--- src/rtl/spk_pkg.sv ---
package spk_pkg;
  localparam int DATA_W  = 8;
  // read/write bit positions of the port byte
  localparam int BIT_GATE = 0;
  localparam int BIT_EN   = 1;
  localparam int BIT_REF  = 4;
  localparam int BIT_OUT  = 5;
endpackage

--- src/rtl/spk_tone_timer.sv ---
module spk_tone_timer #(
  parameter int DIV_W = 16
) (
  input  logic             clk,
  input  logic             rst_n,
  input  logic             gate,
  input  logic [DIV_W-1:0] divisor,
  output logic             tone
);
  localparam logic [DIV_W-1:0] ONE = DIV_W'(1);

  logic [DIV_W-1:0] half_w;
  logic [DIV_W-1:0] reload_w;
  logic [DIV_W-1:0] cnt_q;
  logic             out_q;

  assign half_w   = divisor >> 1;
  assign reload_w = (half_w == '0) ? ONE : half_w;

  always_ff @(posedge clk or negedge rst_n) begin
    if (!rst_n) begin
      cnt_q <= ONE;
      out_q <= 1'b1;
    end else if (!gate) begin
      cnt_q <= reload_w;
      out_q <= 1'b1;
    end else if (cnt_q <= ONE) begin
      cnt_q <= reload_w;
      out_q <= ~out_q;
    end else begin
      cnt_q <= cnt_q - ONE;
    end
  end

  assign tone = out_q;

  AST_IDLE_HIGH: assert property (@(posedge clk) disable iff (!rst_n)
    !gate |=> tone);
  AST_HOLD_MID_COUNT: assert property (@(posedge clk) disable iff (!rst_n)
    (gate && cnt_q > ONE) |=> (tone == $past(tone)));
  AST_CNT_NONZERO: assert property (@(posedge clk) disable iff (!rst_n)
    gate |=> (cnt_q != '0));
endmodule

--- src/rtl/spk_port_regs.sv ---
module spk_port_regs
  import spk_pkg::*;
#(
  parameter int              ADDR_W    = 16,
  parameter logic [ADDR_W-1:0] PORT_ADDR = 16'h0061
) (
  input  logic              clk,
  input  logic              rst_n,
  input  logic [ADDR_W-1:0] io_addr,
  input  logic              io_wr,
  input  logic              io_rd,
  input  logic [DATA_W-1:0] io_wdata,
  input  logic              tone,
  output logic              gate,
  output logic              data_en,
  output logic [DATA_W-1:0] io_rdata,
  output logic              io_rvalid
);
  logic              hit_w, rd_hit, wr_hit;
  logic              gate_q, en_q, ref_q, rvalid_q;
  logic [DATA_W-1:0] rdata_q, rd_word;

  assign hit_w  = (io_addr == PORT_ADDR);
  assign rd_hit = io_rd && hit_w;
  assign wr_hit = io_wr && hit_w;

  always_comb begin
    rd_word           = '0;
    rd_word[BIT_GATE] = gate_q;
    rd_word[BIT_EN]   = en_q;
    rd_word[BIT_REF]  = ~ref_q;
    rd_word[BIT_OUT]  = tone;
  end

  always_ff @(posedge clk or negedge rst_n) begin
    if (!rst_n) begin
      gate_q   <= 1'b0;
      en_q     <= 1'b0;
      ref_q    <= 1'b0;
      rvalid_q <= 1'b0;
      rdata_q  <= '0;
    end else begin
      rvalid_q <= rd_hit;
      if (rd_hit) begin
        ref_q   <= ~ref_q;
        rdata_q <= rd_word;
      end
      if (wr_hit) begin
        gate_q <= io_wdata[BIT_GATE];
        en_q   <= io_wdata[BIT_EN];
      end
    end
  end

  assign gate      = gate_q;
  assign data_en   = en_q;
  assign io_rdata  = rdata_q;
  assign io_rvalid = rvalid_q;

  AST_RVALID_ON_HIT: assert property (@(posedge clk) disable iff (!rst_n)
    io_rvalid |-> $past(io_rd && io_addr == PORT_ADDR));
  AST_REFRESH_FLIPS: assert property (@(posedge clk) disable iff (!rst_n)
    rd_hit |=> (ref_q != $past(ref_q)));
  AST_REFRESH_HOLDS: assert property (@(posedge clk) disable iff (!rst_n)
    !rd_hit |=> $stable(ref_q));
  AST_RESERVED_ZERO: assert property (@(posedge clk) disable iff (!rst_n)
    io_rvalid |-> (io_rdata[7:6] == 2'b00 && io_rdata[3:2] == 2'b00));
  AST_FLAGS_NO_WRITE: assert property (@(posedge clk) disable iff (!rst_n)
    !wr_hit |=> ($stable(gate) && $stable(data_en)));
endmodule

--- src/rtl/spk_ctrl_port.sv ---
module spk_ctrl_port
  import spk_pkg::*;
#(
  parameter int                ADDR_W    = 16,
  parameter int                DIV_W     = 16,
  parameter logic [ADDR_W-1:0] PORT_ADDR = 16'h0061
) (
  input  logic              clk,
  input  logic              rst_n,
  input  logic [ADDR_W-1:0] io_addr,
  input  logic              io_wr,
  input  logic              io_rd,
  input  logic [DATA_W-1:0] io_wdata,
  output logic [DATA_W-1:0] io_rdata,
  output logic              io_rvalid,
  input  logic [DIV_W-1:0]  divisor,
  output logic              spk_out
);
  logic gate_w, en_w, tone_w;

  spk_port_regs #(
    .ADDR_W   (ADDR_W),
    .PORT_ADDR(PORT_ADDR)
  ) u_regs (
    .clk      (clk),
    .rst_n    (rst_n),
    .io_addr  (io_addr),
    .io_wr    (io_wr),
    .io_rd    (io_rd),
    .io_wdata (io_wdata),
    .tone     (tone_w),
    .gate     (gate_w),
    .data_en  (en_w),
    .io_rdata (io_rdata),
    .io_rvalid(io_rvalid)
  );

  spk_tone_timer #(
    .DIV_W(DIV_W)
  ) u_timer (
    .clk    (clk),
    .rst_n  (rst_n),
    .gate   (gate_w),
    .divisor(divisor),
    .tone   (tone_w)
  );

  assign spk_out = tone_w & en_w;

  AST_SPK_QUIET: assert property (@(posedge clk) disable iff (!rst_n)
    (spk_out && io_rvalid) |-> io_rdata[BIT_EN] || $past(io_wr));
endmodule

--- config.mk ---
export PLATFORM = sky130hd
export DESIGN_NAME = spk_ctrl_port
export DESIGN_NICKNAME = d
export VERILOG_FILES = /design/src/rtl/spk_pkg.sv /design/src/rtl/spk_tone_timer.sv /design/src/rtl/spk_port_regs.sv /design/src/rtl/spk_ctrl_port.sv
export SDC_FILE = /design/constraint.sdc
export NUM_CORES = 1
export LEC_CHECK = 0
export BUFFER_PORTS_ARGS = -buffer_cell sky130_fd_sc_hd__buf_2
export CORE_MARGIN = 4
export CORE_UTILIZATION = 52
export DETAILED_ROUTE_END_ITERATION = 7
export PLACE_DENSITY = 0.88
export SKIP_CTS_REPAIR_TIMING = 1
export SLEW_MARGIN = 20
export SYNTH_ARGS = -nofsm -noshare
export SYNTH_HDL_FRONTEND = slang
export SYNTH_SLANG_ARGS = --single-unit
--- constraint.sdc ---
create_clock -name clk -period 4.5 [get_ports clk]
set_input_delay 0.675 -clock clk [delete_from_list [all_inputs] [get_ports clk]]
set_output_delay 0.675 -clock clk [all_outputs]
set_load 0.01 [all_outputs]
-- Word level (Yosys, flattened, before mapping)
Cells that the tools add are included.
- flip-flop bits (word level): 25
- word-level logic and storage cells: 22
- $add $sub $neg: 1
- $lt $le $gt $ge: 1
- equal/unequal tests: 2
- mux-type cells: 5
- bitwise gates (word level): 3
- reductions and logical operators: 3
- operator list (cell ; count):
    16-bit 2-to-1 mux ; 2
    16-bit by 7-bit == test with 1-bit output (second input constant) ; 1
    16-bit by 1-bit <= comparator with 1-bit output (second input constant) ; 1
    16-bit zero test ; 1
    16-bit by 1-bit subtractor with 16-bit output (second input constant) ; 1
    15-bit 2-to-1 mux ; 1
    1-bit logical AND ; 2
    1-bit 2-to-1 mux ; 2
    2-bit by 1-bit inequality test with 1-bit output (second input constant) ; 1
    1-bit inverter ; 2
    1-bit bitwise AND ; 1

-- Longest topological paths before layout
- depth in word-level cells: 4
- depth in mapped cells: 7
- gate-level depth less buffers: 6

-- Hierarchy
From an unflattened synthesis, not the netlist that was laid out.
- cell total of the unflattened synthesis: 133
- area, all modules: 1428.9 um^2
- modules (own cells, without submodules) (module ; instances ; cells an instance ; area an instance (um^2)):
    spk_tone_timer ; 1 ; 103 ; 1027.2
    spk_port_regs ; 1 ; 29 ; 395.4
    spk_ctrl_port ; 1 ; 1 ; 6.3

-- Worst setup path after synthesis
OpenSTA, ideal clock, no wires.
- kind: register -> register
- start: register u_timer.cnt_q[0]
- end: register u_timer.cnt_q[10]
- setup time: 125 ps
- arrival time: 1726 ps
- data required time: 4375 ps
- setup slack: 2649 ps
- cell stages (with the launch flop): 8
- clock period less this slack: 1851 ps
- cell sequence: dfstp_2 inv_1 ha_1 o2111ai_1 o21a_1 buf_6 buf_12 mux2_4
- cells in the longest elaborated chain, start to end: 3
- RTL lines (item ; RTL line ; text):
    from (decl) ; spk_tone_timer.sv:14 ; logic [DIV_W-1:0] cnt_q;
    from (signal assigned) ; spk_tone_timer.sv:25 ; cnt_q <= reload_w;
    from (signal assigned) ; spk_tone_timer.sv:28 ; cnt_q <= reload_w;
    from (signal assigned) ; spk_tone_timer.sv:31 ; cnt_q <= cnt_q - ONE;
    16-bit by 1-bit subtractor with 16-bit output / 16-bit by 1-bit <= comparator with 1-bit output (equally long branches) ; spk_tone_timer.sv:31, spk_tone_timer.sv:27 ;
    16-bit 2-to-1 mux * ; spk_tone_timer.sv:27 ; end else if (cnt_q <= ONE) begin
    16-bit 2-to-1 mux * ; spk_tone_timer.sv:24 ; end else if (!gate) begin
Mark *: on every way between the ends. The rest lies on a longest branch, timed or not.
A chain may end at the register's enable or synchronous reset.

-- Worst setup path in the final report
- start: register u_timer.cnt_q[0]
- end: register u_timer.cnt_q[3]
Same word-level chain as after synthesis.

==> out/metrics.cfg <==
[power]
peakVddDrop_v=0.000151
power_density_nw_per_um2=233
power_switching_uw=88.7
pwr-share-seq_pct=62.3
switching_share_pct=23.9
p_clk_share_pct=25.4
p_comb_share_pct=12.3
cellLeakagePower_nw=0.750
cellInternalPower_uw=283

[placement]
io_buffers=42
dp_cells=184
gpl.final_weighted_congestion=0.790
detailed_place_hpwl_mm=2.07

[critical_path]
worst_setup_path_start_kind=register
worst-path-stages=5
setup.worst_path.class=reg -> reg
cpLargestDelayFamily=compound AO/OA/AOI/OAI gates
reg2reg_from=u_timer.cnt_q[0]
critical_path.endpoint_type=register
max_stage_delay_ps=700
worstRegToRegCells=5
cp_num_buf_inv=1
slowest_stage=sky130_fd_sc_hd__o21a_1
timing.rr.end=u_timer.cnt_q[3]
cp_data_required_time_ps=4700
crit_path_cell_trace=inv_1 -> ha_1 -> o2111ai_1 -> o21a_1 -> mux2_2
worst-r2r-setup-slack_ps=2130
crit_arrival_ps=2570
critical_path_peak_fanout=16

[routing]
detail_route.wl_per_cell_um=13.6
drt_pass1_iterations=4
drt_wl_total_mm=2.56
post-route-drc-count=0
ant_nets=0
drt-vias-per-instance=5.30
drtIter0Drc=12
routed-via-count=996

[logic_synthesis]
synth_compound_gate_area_share_pct=2.72
ys_seq_area_share_pct=43.7
synth_simple_gate_area_share_pct=18.2
synth_top_cell_by_area=sky130_fd_sc_hd__dfrtp_1
ys_top_cells_by_area=sky130_fd_sc_hd__dfrtp_1, sky130_fd_sc_hd__mux2_2, sky130_fd_sc_hd__mux2_4
yosys.cell_types.count=38
synth_seq_cells=24
synthCells=116
synth_fa_ha_area_share_pct=1.81
synth_enable_flop_cells=0
synthesis.area_per_instance_um2=11.9
post_synth_xor_area_fraction_pct=8.88
multiplexer_area_fraction_after_synthesis_pct=18.0
post_synth_instance_area_um2=1380
postSynth.topFlopCell=sky130_fd_sc_hd__dfrtp_1
synth.yosys.warnings=0
synth_top_family_by_area=simple AND/OR/NAND/NOR gates
synth_commonest_cells=sky130_fd_sc_hd__dfrtp_1, sky130_fd_sc_hd__mux2_2, sky130_fd_sc_hd__xnor2_1
yosys.cell_count.top_type=sky130_fd_sc_hd__dfrtp_1
synth_async_sr_flop_share_pct=100
synth_largest_type_area_fraction_pct=39.9

[global_routing]
global_route_total_overflow=0
grt_first_pass_wirelength_mm=4.53
grt_antenna_before_repair=0
grt_max_degree=25
grt_use_total_pct=16.5
first_global_vias=1070

[sta]
worst_pin_slew_ps=831
rsz0062_at_grt=false
slew_headroom_pct=44.6
final_hold_violations=0
setup_tns_ps=0
setup_viol_count_final=0
period_needed_ps=2370
timing_max_transition_violations_final=0
clock_skew_ps=9.46
post-route-period-util_pct=52.7
highest_attainable_clock_frequency_mhz=421

[die]
placementRows=18
die_x_um=59.5
initial_utilization_pct=55.2
pin_count=54
coreArea_um2=2500
floorplan.die_area_um2=3540
die_h_um=59.5

[final_layout]
syn_to_final_growth_pct=15.7
ratio_of_cells_with_drive_above_1_in_the_final_layout_pct=44.9
finalNetCount=205
multi_input_area_um2=701
filler_cell_count=209
final-seq-area_um2=603
insertedDiodeCount=0
fin_cells=188

[clock_tree]
clock_path_buffers=2
cts_htree_levels=1
tritoncts=built
cts_inserted_buffers=3
clock_sinks=24
clk_transition_reported_paths_ps=120
insertion_delay_ps=310
ctsRootBufferMaster=sky130_fd_sc_hd__clkbuf_4

[outcome]
status=complete, no violations

[job]
maxCapViolations=0

[worst_hold_path]
min-delay-path-class=in -> async

-- registers in the layout, indices dropped and copies added, names as in the netlist --
signal            count
u_timer.cnt_q        16
u_regs.io_rdata       4
u_regs.data_en        1
u_regs.gate           1
u_regs.io_rvalid      1
u_timer.tone          1
-- worst reg2reg max path, stage by stage, from the launching register on --
cell	delay, ps
sky130_fd_sc_hd__dfstp_2	590
sky130_fd_sc_hd__inv_1	50
sky130_fd_sc_hd__ha_1	240
sky130_fd_sc_hd__o2111ai_1	270
sky130_fd_sc_hd__o21a_1	700
sky130_fd_sc_hd__mux2_2	420
-- final cells by class --
cell class,instances,area share [%]
clock buffer,4,1.65
inverter,5,1.18
multi-input combinational,83,43.9
sequential,24,37.8
tap,30,2.35
timing repair buffer,42,13.2
-- layout by cell type (no fill, tap or decap), types with 2 or more instances in the layout --
master / instances
sky130_fd_sc_hd__mux2_4: 7
sky130_fd_sc_hd__clkbuf_4: 3
sky130_fd_sc_hd__dfrtp_1: 22
sky130_fd_sc_hd__nor4_1: 8
sky130_fd_sc_hd__nand3_1: 2
sky130_fd_sc_hd__nor2_1: 5
sky130_fd_sc_hd__ha_1: 2
sky130_fd_sc_hd__buf_2: 42
sky130_fd_sc_hd__mux2i_1: 2
sky130_fd_sc_hd__nand2_1: 5
sky130_fd_sc_hd__xor2_1: 5
sky130_fd_sc_hd__nand4_1: 3
sky130_fd_sc_hd__xnor2_1: 9
sky130_fd_sc_hd__conb_1: 4
sky130_fd_sc_hd__mux2_2: 11
sky130_fd_sc_hd__dfstp_2: 2
sky130_fd_sc_hd__inv_1: 5
-- per-layer routing --
layer	global-route usage, %	up-vias	part of all wire [%]
met2	30.4	21	54
met4	5.70	0	1.6
met1	20.1	475	41
met5	0	-	0
met3	1.31	4	3.7
li1	-	496	-
-- how the worst max path moves through the flow --
| stage | startpoint | endpoint | slack, ps |
|---|---|---|---|
| 6_report | u_timer.cnt_q[0] | u_timer.cnt_q[3] | 2130 |
| 5_1_grt | u_timer.cnt_q[0] | u_timer.cnt_q[3] | 2030 |
| 4_1_cts | u_timer.cnt_q[0] | u_timer.cnt_q[3] | 2100 |
| 3_5_place_dp | u_timer.cnt_q[0] | u_timer.cnt_q[3] | 2140 |
| 3_3_place_gp | u_timer.cnt_q[0] | u_timer.cnt_q[6] | 2180 |
| 2_1_floorplan | u_timer.cnt_q[0] | u_timer.cnt_q[10] | 2650 |
-- power by group through the flow --
stage               clock network (mW)  logic [mW]  registers [mW]
finish                          0.0944      0.0456           0.232
global placement                     0      0.0442           0.235
global route                     0.111      0.0520           0.233
floorplan                            0      0.0245           0.234
CTS                              0.101      0.0464           0.232
detailed placement                   0      0.0462           0.236
-- metrics by stage --
step	hold WS (ps)	util (%)	setup WS [ps]	power (mW)	area (um^2)
after global placement	451	62.8	2180	0.280	1570
after floorplan	379	-	2650	0.259	1390
final	316	63.9	2130	0.372	1600
after global routing	336	63.9	2030	0.396	1600
after CTS	322	63.9	2100	0.379	1600
after detailed placement	462	62.8	2140	0.282	1570
-- kinds of logic (layout without fill, tap and decap cells) --
family / after synthesis / count (layout)
multiplexers: 20 / 20
XOR/XNOR: 14 / 14
other: 1 / 4
adder cells (fa/ha/maj): 2 / 2
buffers and inverters: 12 / 51
AND/OR/NAND/NOR: 38 / 38
flip-flops: 24 / 24
AO/OA/AOI/OAI: 5 / 5
(Power assumes the default switching activity.)
